$ cat config.mk
export PLATFORM = sky130hd
export DESIGN_NAME = updown_wiper_ctrl
export DESIGN_NICKNAME = d
export VERILOG_FILES = /design/src/rtl/wiper_pkg.sv /design/src/rtl/wiper_sync.sv /design/src/rtl/wiper_tap.sv /design/src/rtl/wiper_nvcell.sv /design/src/rtl/updown_wiper_ctrl.sv
export SDC_FILE = /design/constraint.sdc
export NUM_CORES = 1
export LEC_CHECK = 0
export BUFFER_PORTS_ARGS = -buffer_cell sky130_fd_sc_hd__buf_2
export CAP_MARGIN = 15
export CORE_MARGIN = 2
export CORE_UTILIZATION = 45
export DETAILED_ROUTE_END_ITERATION = 8
export PLACE_DENSITY_LB_ADDON = 0.25
export SLEW_MARGIN = 30
export SYNTH_ARGS = -nofsm -noshare
export SYNTH_HDL_FRONTEND = slang
export SYNTH_SLANG_ARGS = --single-unit
$ cat constraint.sdc
create_clock -name clk -period 3 [get_ports clk]
set_input_delay 0.3 -clock clk [delete_from_list [all_inputs] [get_ports clk]]
set_output_delay 0.3 -clock clk [all_outputs]
set_load 0.005 [all_outputs]
$ cat src/rtl/wiper_pkg.sv
// Package: shared types for the up/down wiper controller.
// Assumes: nothing beyond IEEE 1800-2017.
package wiper_pkg;
    typedef enum logic [1:0] {
        CTL_RECALL = 2'd0,
        CTL_IDLE   = 2'd1,
        CTL_WRITE  = 2'd2
    } ctl_state_e;
endpackage

$ cat src/rtl/wiper_sync.sv
// Module: multi-bit, multi-stage synchroniser for asynchronous control lines.
// Assumes: every bit is an independent slow level; reset value is the idle level.
module wiper_sync #(
    parameter int unsigned         WIDTH   = 3,
    parameter int unsigned         STAGES  = 2,
    parameter logic [WIDTH-1:0]    RST_VAL = '0
) (
    input  logic             clk,
    input  logic             rst_n,
    input  logic [WIDTH-1:0] async_in,
    output logic [WIDTH-1:0] sync_out
);
    logic [WIDTH-1:0] stage_q [STAGES];

    for (genvar g = 0; g < STAGES; g++) begin : g_stage
        if (g == 0) begin : g_first
            // first stage captures the raw asynchronous inputs
            always_ff @(posedge clk) begin
                if (!rst_n) stage_q[g] <= RST_VAL;
                else        stage_q[g] <= async_in;
            end
        end else begin : g_next
            // later stages resolve metastability
            always_ff @(posedge clk) begin
                if (!rst_n) stage_q[g] <= RST_VAL;
                else        stage_q[g] <= stage_q[g-1];
            end
        end
    end

    assign sync_out = stage_q[STAGES-1];
endmodule

$ cat src/rtl/wiper_tap.sv
// Module: saturating tap position register with a parallel load.
// Assumes: load and step never both matter at once (load wins).
module wiper_tap #(
    parameter int unsigned TAP_W = 7
) (
    input  logic             clk,
    input  logic             rst_n,
    input  logic             load_en,
    input  logic [TAP_W-1:0] load_val,
    input  logic             step_en,
    input  logic             step_up,
    output logic [TAP_W-1:0] tap_q
);
    localparam logic [TAP_W-1:0] TAP_MAX = {TAP_W{1'b1}};
    localparam logic [TAP_W-1:0] TAP_MIN = '0;

    logic [TAP_W-1:0] tap_r;
    logic             at_top;
    logic             at_bot;

    // end-stop detection
    always_comb begin
        at_top = (tap_r == TAP_MAX);
        at_bot = (tap_r == TAP_MIN);
    end

    // position update: load, or one saturating step
    always_ff @(posedge clk) begin
        if (!rst_n) begin
            tap_r <= TAP_MIN;
        end else if (load_en) begin
            tap_r <= load_val;
        end else if (step_en) begin
            if (step_up && !at_top)      tap_r <= tap_r + 1'b1;
            else if (!step_up && !at_bot) tap_r <= tap_r - 1'b1;
        end
    end

    assign tap_q = tap_r;
endmodule

$ cat src/rtl/wiper_nvcell.sv
// Module: behavioural non-volatile word behind a write-busy timer.
// Assumes: the stored word survives rst_n (models retention); it starts
// from NV_INIT at time zero. A write request while busy is dropped.
module wiper_nvcell #(
    parameter int unsigned        NV_W         = 8,
    parameter int unsigned        WRITE_CYCLES = 1500000,
    parameter logic [NV_W-1:0]    NV_INIT      = '0
) (
    input  logic            clk,
    input  logic            rst_n,
    input  logic            wr_en,
    input  logic [NV_W-1:0] wr_data,
    output logic [NV_W-1:0] word_q,
    output logic            busy
);
    localparam int unsigned CNT_W = $clog2(WRITE_CYCLES + 1);
    localparam logic [CNT_W-1:0] CNT_LOAD = CNT_W'(WRITE_CYCLES);
    localparam logic [CNT_W-1:0] CNT_ONE  = CNT_W'(1);

    logic [NV_W-1:0]  cell_r = NV_INIT;
    logic [NV_W-1:0]  pend_r;
    logic [CNT_W-1:0] cnt_r;

    // write window timer and pending data capture
    always_ff @(posedge clk) begin
        if (!rst_n) begin
            cnt_r  <= '0;
            pend_r <= '0;
        end else if (wr_en && cnt_r == '0) begin
            cnt_r  <= CNT_LOAD;
            pend_r <= wr_data;
        end else if (cnt_r != '0) begin
            cnt_r  <= cnt_r - 1'b1;
        end
    end

    // commit at the last cycle of the window; no reset (retained content)
    always_ff @(posedge clk) begin
        if (rst_n && cnt_r == CNT_ONE) cell_r <= pend_r;
    end

    assign word_q = cell_r;
    assign busy   = (cnt_r != '0);
endmodule

$ cat src/rtl/updown_wiper_ctrl.sv
// Module: top of the up/down wiper controller. Synchronises the three
// host lines, detects edges, steps the tap, saves it on deselect and
// recalls the saved word after reset.
// Assumes: host strobe phases span several clock cycles; rst_n is power-on.
module updown_wiper_ctrl #(
    parameter int unsigned     TAP_W         = 7,
    parameter int unsigned     NV_W          = 8,
    parameter int unsigned     SYNC_STAGES   = 2,
    parameter int unsigned     WRITE_CYCLES  = 1500000,
    parameter int unsigned     RECALL_CYCLES = 4,
    parameter logic [NV_W-1:0] NV_INIT       = 8'h40
) (
    input  logic             clk,
    input  logic             rst_n,
    input  logic             sel_n,
    input  logic             step_n,
    input  logic             dir_up,
    output logic [TAP_W-1:0] tap_pos,
    output logic [NV_W-1:0]  nv_word,
    output logic             busy
);
    import wiper_pkg::*;

    localparam int unsigned LINE_N = 3;
    localparam int unsigned RC_W   = $clog2(RECALL_CYCLES + 1);
    localparam logic [RC_W-1:0] RC_LAST = RC_W'(RECALL_CYCLES - 1);
    // idle levels: deselected, strobe high, direction down
    localparam logic [LINE_N-1:0] LINE_IDLE = 3'b110;

    logic [LINE_N-1:0] line_s;
    logic              sel_s, step_s, dir_s;
    logic              sel_d, step_d;
    logic              step_fall, sel_rise;
    ctl_state_e        state_q;
    logic [RC_W-1:0]   rc_q;
    logic              load_en, step_en, wr_en;
    logic              nv_busy;
    logic [TAP_W-1:0]  tap_q;
    logic [NV_W-1:0]   word_q;

    wiper_sync #(
        .WIDTH  (LINE_N),
        .STAGES (SYNC_STAGES),
        .RST_VAL(LINE_IDLE)
    ) u_sync (
        .clk     (clk),
        .rst_n   (rst_n),
        .async_in({sel_n, step_n, dir_up}),
        .sync_out(line_s)
    );

    assign {sel_s, step_s, dir_s} = line_s;

    // one-cycle delayed copies for edge detection
    always_ff @(posedge clk) begin
        if (!rst_n) begin
            sel_d  <= 1'b1;
            step_d <= 1'b1;
        end else begin
            sel_d  <= sel_s;
            step_d <= step_s;
        end
    end

    // edge decode on synchronised lines
    always_comb begin
        step_fall = step_d && !step_s;
        sel_rise  = !sel_d && sel_s;
    end

    // command decode: only the idle state accepts host commands
    always_comb begin
        load_en = (state_q == CTL_RECALL) && (rc_q == RC_LAST);
        step_en = (state_q == CTL_IDLE) && step_fall && !sel_s;
        wr_en   = (state_q == CTL_IDLE) && sel_rise && step_s;
    end

    // control sequencer: recall after reset, idle, write window
    always_ff @(posedge clk) begin
        if (!rst_n) begin
            state_q <= CTL_RECALL;
            rc_q    <= '0;
        end else begin
            unique case (state_q)
                CTL_RECALL: begin
                    rc_q <= rc_q + 1'b1;
                    if (rc_q == RC_LAST) state_q <= CTL_IDLE;
                end
                CTL_IDLE: begin
                    if (wr_en) state_q <= CTL_WRITE;
                end
                CTL_WRITE: begin
                    if (!nv_busy) state_q <= CTL_IDLE;
                end
                default: state_q <= CTL_IDLE;
            endcase
        end
    end

    wiper_tap #(
        .TAP_W(TAP_W)
    ) u_tap (
        .clk     (clk),
        .rst_n   (rst_n),
        .load_en (load_en),
        .load_val(word_q[TAP_W-1:0]),
        .step_en (step_en),
        .step_up (dir_s),
        .tap_q   (tap_q)
    );

    wiper_nvcell #(
        .NV_W        (NV_W),
        .WRITE_CYCLES(WRITE_CYCLES),
        .NV_INIT     (NV_INIT)
    ) u_nv (
        .clk    (clk),
        .rst_n  (rst_n),
        .wr_en  (wr_en),
        .wr_data(NV_W'(tap_q)),
        .word_q (word_q),
        .busy   (nv_busy)
    );

    assign tap_pos = tap_q;
    assign nv_word = word_q;
    assign busy    = (state_q != CTL_IDLE);
endmodule

== After elaboration in Yosys (flattened, before gate mapping) ==
Memory sizes are Yosys's and may differ from the RTL's.
Cells that the tools add are included.
W data, S select, Z words.
Storage, ports and cells
  RAM bits: 6
  logic and storage cells: 67
  bits in latches: 0
  bits of input ports: 5
  output and inout bits: 16
  memories: 1
  bits in read-only memories: 0
  register bits: 49
Operators by class
  div/mod/pow operators: 0
  multiply operators: 0
  equal/unequal tests: 9
  bitwise gates (word level): 3
  shift operators: 0
  $add $sub $neg: 4
  muxes and demuxes: 14
  $lt $le $gt $ge: 0
  reduce and logical (&&, ||, !) cells: 27
Memories
  u_sync.stage_q: words 2, bits a word 3, read ports 2, clocked after Yosys merged registers in 0, write ports 2, line wiper_sync.sv:13  | logic [WIDTH-1:0] stage_q [STAGES];
Operators by type and width (number)
  $mux W21: 2
  $mux W7: 4
  $eq A21 B1 Y1 const B: 1
  $logic_not A21 Y1: 1
  $reduce_bool A21 Y1: 1
  $sub A21 B1 Y21 const B: 1
  $logic_and A1 B1 Y1: 11
  $add A7 B1 Y7 const B: 1
  $eq A7 B7 Y1 const B: 1
  $logic_not A7 Y1: 1
  $sub A7 B1 Y7 const B: 1
  $logic_not A1 Y1: 6
  $mux W2: 3
  $mux W3: 2
  $ne A2 B1 Y1 const B: 3
  $pmux W2 S3: 1
  $reduce_bool A2 Y1: 2
  $add A3 B1 Y3 const B: 1
  $eq A3 B2 Y1 const B: 1
  $reduce_and A3 Y1: 1
  $reduce_bool A3 Y1: 1
  $eq A2 B1 Y1 const B: 1
  $eq A2 B2 Y1 const B: 1
  $logic_not A2 Y1: 1
  6 further kinds: 8

== Depth between registers and ports, before layout ==
  depth in word-level cells: 7
  depth in mapped cells: 8

== Modules after synthesis ==
Synthesis repeated with hierarchy kept, for this count alone.
Second synthesis, totals
  cells, all modules: 305
  area total of the unflattened synthesis: 2826.5 um2
By module, submodules not included
  wiper_nvcell: area each 1722.9 um2, cells each 182, times used 1, seq. area each 820.8 um2
  wiper_tap: area each 626.9 um2, cells each 79, times used 1, seq. area each 140.1 um2
  updown_wiper_ctrl: area each 319.1 um2, cells each 32, times used 1, seq. area each 140.1 um2
  wiper_sync: area each 157.7 um2, cells each 12, times used 1, seq. area each 120.1 um2

== Worst setup path before layout ==
No wires, ideal clock.
  path type: reg2reg
  start: reg u_tap.tap_r[0] (netlist: u_tap.tap_q[0])
  end: reg u_tap.tap_r[6] (netlist: u_tap.tap_q[6])
  stages on the path, launching flop included: 9
  slack: 0.433 ns
  library setup time: 0.087 ns
  path buffers: 0
  data required time: 2.913 ns
  arrival time: 2.480 ns
  cells stage by stage: dfxtp_1 -> nand3_1 -> o21ai_0 -> ha_1 -> a211o_1 -> a211oi_1 -> or3_1 -> a31oi_1 -> o31ai_1
On the way
  longest elaborated chain between the ends: 6
  elaborated cells between the ends (all ways): 14
RTL lines
  start: declaration: line wiper_tap.sv:17  | logic [TAP_W-1:0] tap_r;
  start signal: assignment: line wiper_tap.sv:32  | tap_r <= load_val;
  start signal: assignment: line wiper_tap.sv:34  | if (step_up && !at_top) tap_r <= tap_r + 1'b1;
  start signal: assignment: line wiper_tap.sv:35  | else if (!step_up && !at_bot) tap_r <= tap_r - 1'b1;
  parallel branches: the longest is 6 deep, another holds $sub A7 B1 Y7
Parallel ways; which one is timed is not known. The select of a mux whose other input is x is not followed.
A chain may end at the register's enable or synchronous reset.

== Worst setup path in the final report ==
  start: reg u_tap.tap_r[4] (netlist: u_tap.tap_q[4])
  end: reg u_tap.tap_r[6] (netlist: u_tap.tap_q[6])
Same word-level chain as after synthesis.

==> metrics.yaml <==
antenna_found_initial: 0
syn_area_um2: 2650
ys_ff_latch: 55
yosys-top-cells-count: "dfxtp_1 (48), nor2_1 (36), a211oi_1 (16)"
ff_latch_area_um2: 1170
drv_slew: 0
die_area_um2: 6520
hold_violations: 0
hold_path_class: "in -> reg"
tightest_slew_ns: 0.714
synthesis.nets: 292
finalCriticalPeriod_ns: 2.59
ys_types: 50
core-area_um2: 5610
cp.required_ns: 3.24
post_cts_buffers: 0
final_nets: 318
grt.total_usage_pct: 18.7
wl_per_cell_um: 14.8
fin_area_um2: 2940
grt-ovfl-total: 0
synth_ff_type: "dfxtp_1"
layout-drive-gt1-share_pct: 14.5
rsz0062_at_grt: "false"
clock_path_buffers: 2
fillCellCount: 546
crit_chain: "nand4_1 -> o21ai_0 -> buf_4 -> ha_1 -> a211o_1 -> a211oi_1 -> or3_1 -> a31oi_1 -> o31ai_1"
arrival_ns: 2.83
netlist_instances: 276
die_w_um: 80.7
setup_viol: 0
insertion_delay_ns: 0.32
fin_crit_sh_pct: 86.4
initialDrtViolationCount: 84
path_clk_slew_ns: 0.10
grt_pass1_vias: 2042
final_util_pct: 52.4
maxCapViolations: 0
viasPerCell: 5.55
cts_tree: "done"
drc_errors: 0
cts_resized: 0
start_util_pct: 47.3
ir_drop_v: 0.000555
relSlewSlack_pct: 52.3
clock_skew_ns: 0.0124
p_per_area_nw_per_um2: 945
end_kind: "register"
via_count: 2083
drtPass1Iterations: 4
yosysSeqAreaShare_pct: 44.2
syn_area_per_cell_um2: 9.60
grt_pass1_wl_um: 9560
dpl.hpwl_um: 4000
antenna_cells: 0
path_max_fanout: 6
cpMaxStageDelayCell: "dfxtp_1"
cts.root.buffer_cell: "clkbuf_8"
crit_family: "compound AO/OA/AOI/OAI gates"
worst-path-buf-inv: 1
power.leakage_uw: 0.00112
yosys.area.top_type: "dfxtp_1"
synth-edff-count: 7
cp-start-kind: "register"
max_freq_mhz: 386
core.rowCount: 27
yosysTopAreaCellShare_pct: 36.3
status: "completed"
cts.sinks: 55
cts.htree.levels: 2
placed_area_um2: 2840
synth_async_sr_flop_share_pct: 0
max_stage_delay_ns: 0.45
ctsHoldBuffers: 0
grt_max_degree: 23
tns_ns: 0
numPortBuffers: 19
multi_input_area_um2: 1380
gp_congestion: 0.883
routed_wl_um: 5540
synthToLayoutAreaGrowth_pct: 10.8
die_h_um: 80.7
synth_warnings: 0
synth_top_cells_by_area: "dfxtp_1 (36%), edfxtp_1 (7.9%), nor2_1 (5.1%)"
cts_buffers: 5
crit_type: "reg -> reg"
yosysMostFrequentCell: "dfxtp_1"
io_pins: 21
antenna_left: 0
metrics by stage:
step                total power (µW)  worst slack, ns  cells  hold slack [ns]
global placement                2330            0.535    367            0.393
global route                    3030            0.133    375            0.149
CTS                             2790            0.456    375            0.152
detailed placement              2350            0.528    367            0.392
finish                          2780            0.408    375            0.160
floorplan                       2090            0.433    276            0.373
kinds of logic (layout without fill, tap and decap cells):
logic type	after synthesis	in the layout	share of synthesized area [%]
fa+ha+maj	11	11	5.48
compound gates	63	63	15.9
xor+xnor	12	12	3.97
buf+inv	19	46	3.92
other cells	1	1	0.142
mux	12	12	4.53
simple gates	103	103	21.9
flops	55	55	44.2
worst paths after layout:
| path | startpoint | endpoint | slack (ns) | cells after the start |
|---|---|---|---|---|
| hold reg to reg | u_sync.stage_q[0][2]$_SDFF_PN1_ | u_sync.stage_q[1][2]$_SDFF_PN1_ | 0.42 | 1 |
| hold / removal | step_n | u_sync.stage_q[0][1]$_SDFF_PN1_ | 0.16 | 2 |
| setup reg to reg | u_tap.tap_q[4]$_SDFFE_PN0P_ | u_tap.tap_q[6]$_SDFFE_PN0P_ | 0.41 | 9 |
| setup / recovery | u_tap.tap_q[4]$_SDFFE_PN0P_ | u_tap.tap_q[6]$_SDFFE_PN0P_ | 0.41 | 9 |
area by class of cell:
| cell class | instances | share of cell area, % |
|---|---|---|
| Clock buffer | 5 | 2.34 |
| Clock inverter | 3 | 0.937 |
| Inverter | 9 | 1.15 |
| Multi-Input combinational cell | 202 | 46.8 |
| Sequential cell | 55 | 39.9 |
| Tap cell | 72 | 3.07 |
| Timing Repair Buffer | 29 | 5.79 |
power breakdown:
part           switching, µW  internal [µW]
combinational            729            553
sequential               157            902
clock                    261            173
layout by cell type, fill, tap and decap left out, types with 6 or more instances in the layout:
cell type	instances
a211oi_1	16
buf_2	19
edfxtp_1	7
nand2b_1	8
buf_4	10
nor3_1	10
xnor2_1	9
inv_1	9
nand2_1	6
ha_1	10
a21oi_1	15
nor2_1	36
mux2i_1	12
dfxtp_1	48
o21ai_0	12
per-layer routing:
| metal | up-vias | GRT usage, % | wire (µm) | share of wire [%] |
|---|---|---|---|---|
| met5 | - | 0 | 0 | 0 |
| met4 | 0 | 5.25 | 48 | 0.87 |
| met3 | 5 | 3.33 | 192 | 3.5 |
| met2 | 30 | 30.3 | 2500 | 45 |
| met1 | 972 | 25.9 | 2800 | 51 |
| li1 | 1076 | - | - | - |
worst reg2reg max path, delay by kind of cell, from the launching register on:
| kind | cells | cell delay [ns] |
|---|---|---|
| AND/OR/NAND/NOR | 2 | 0.35 |
| buffers and inverters | 1 | 0.20 |
| flip-flops | 1 | 0.45 |
| AO/OA/AOI/OAI | 5 | 1.25 |
| adder cells (fa/ha/maj) | 1 | 0.27 |
state kept, by name, indices dropped and copies added, names as in the netlist:
register	flops
u_nv.cnt_r	21
u_nv.pend_r	7
u_nv.word_q	7
u_tap.tap_q	7
u_sync.stage_q	6
rc_q	3
state_q	2
sel_d	1
step_d	1
Note: power is estimated with default switching activity, not from simulation.
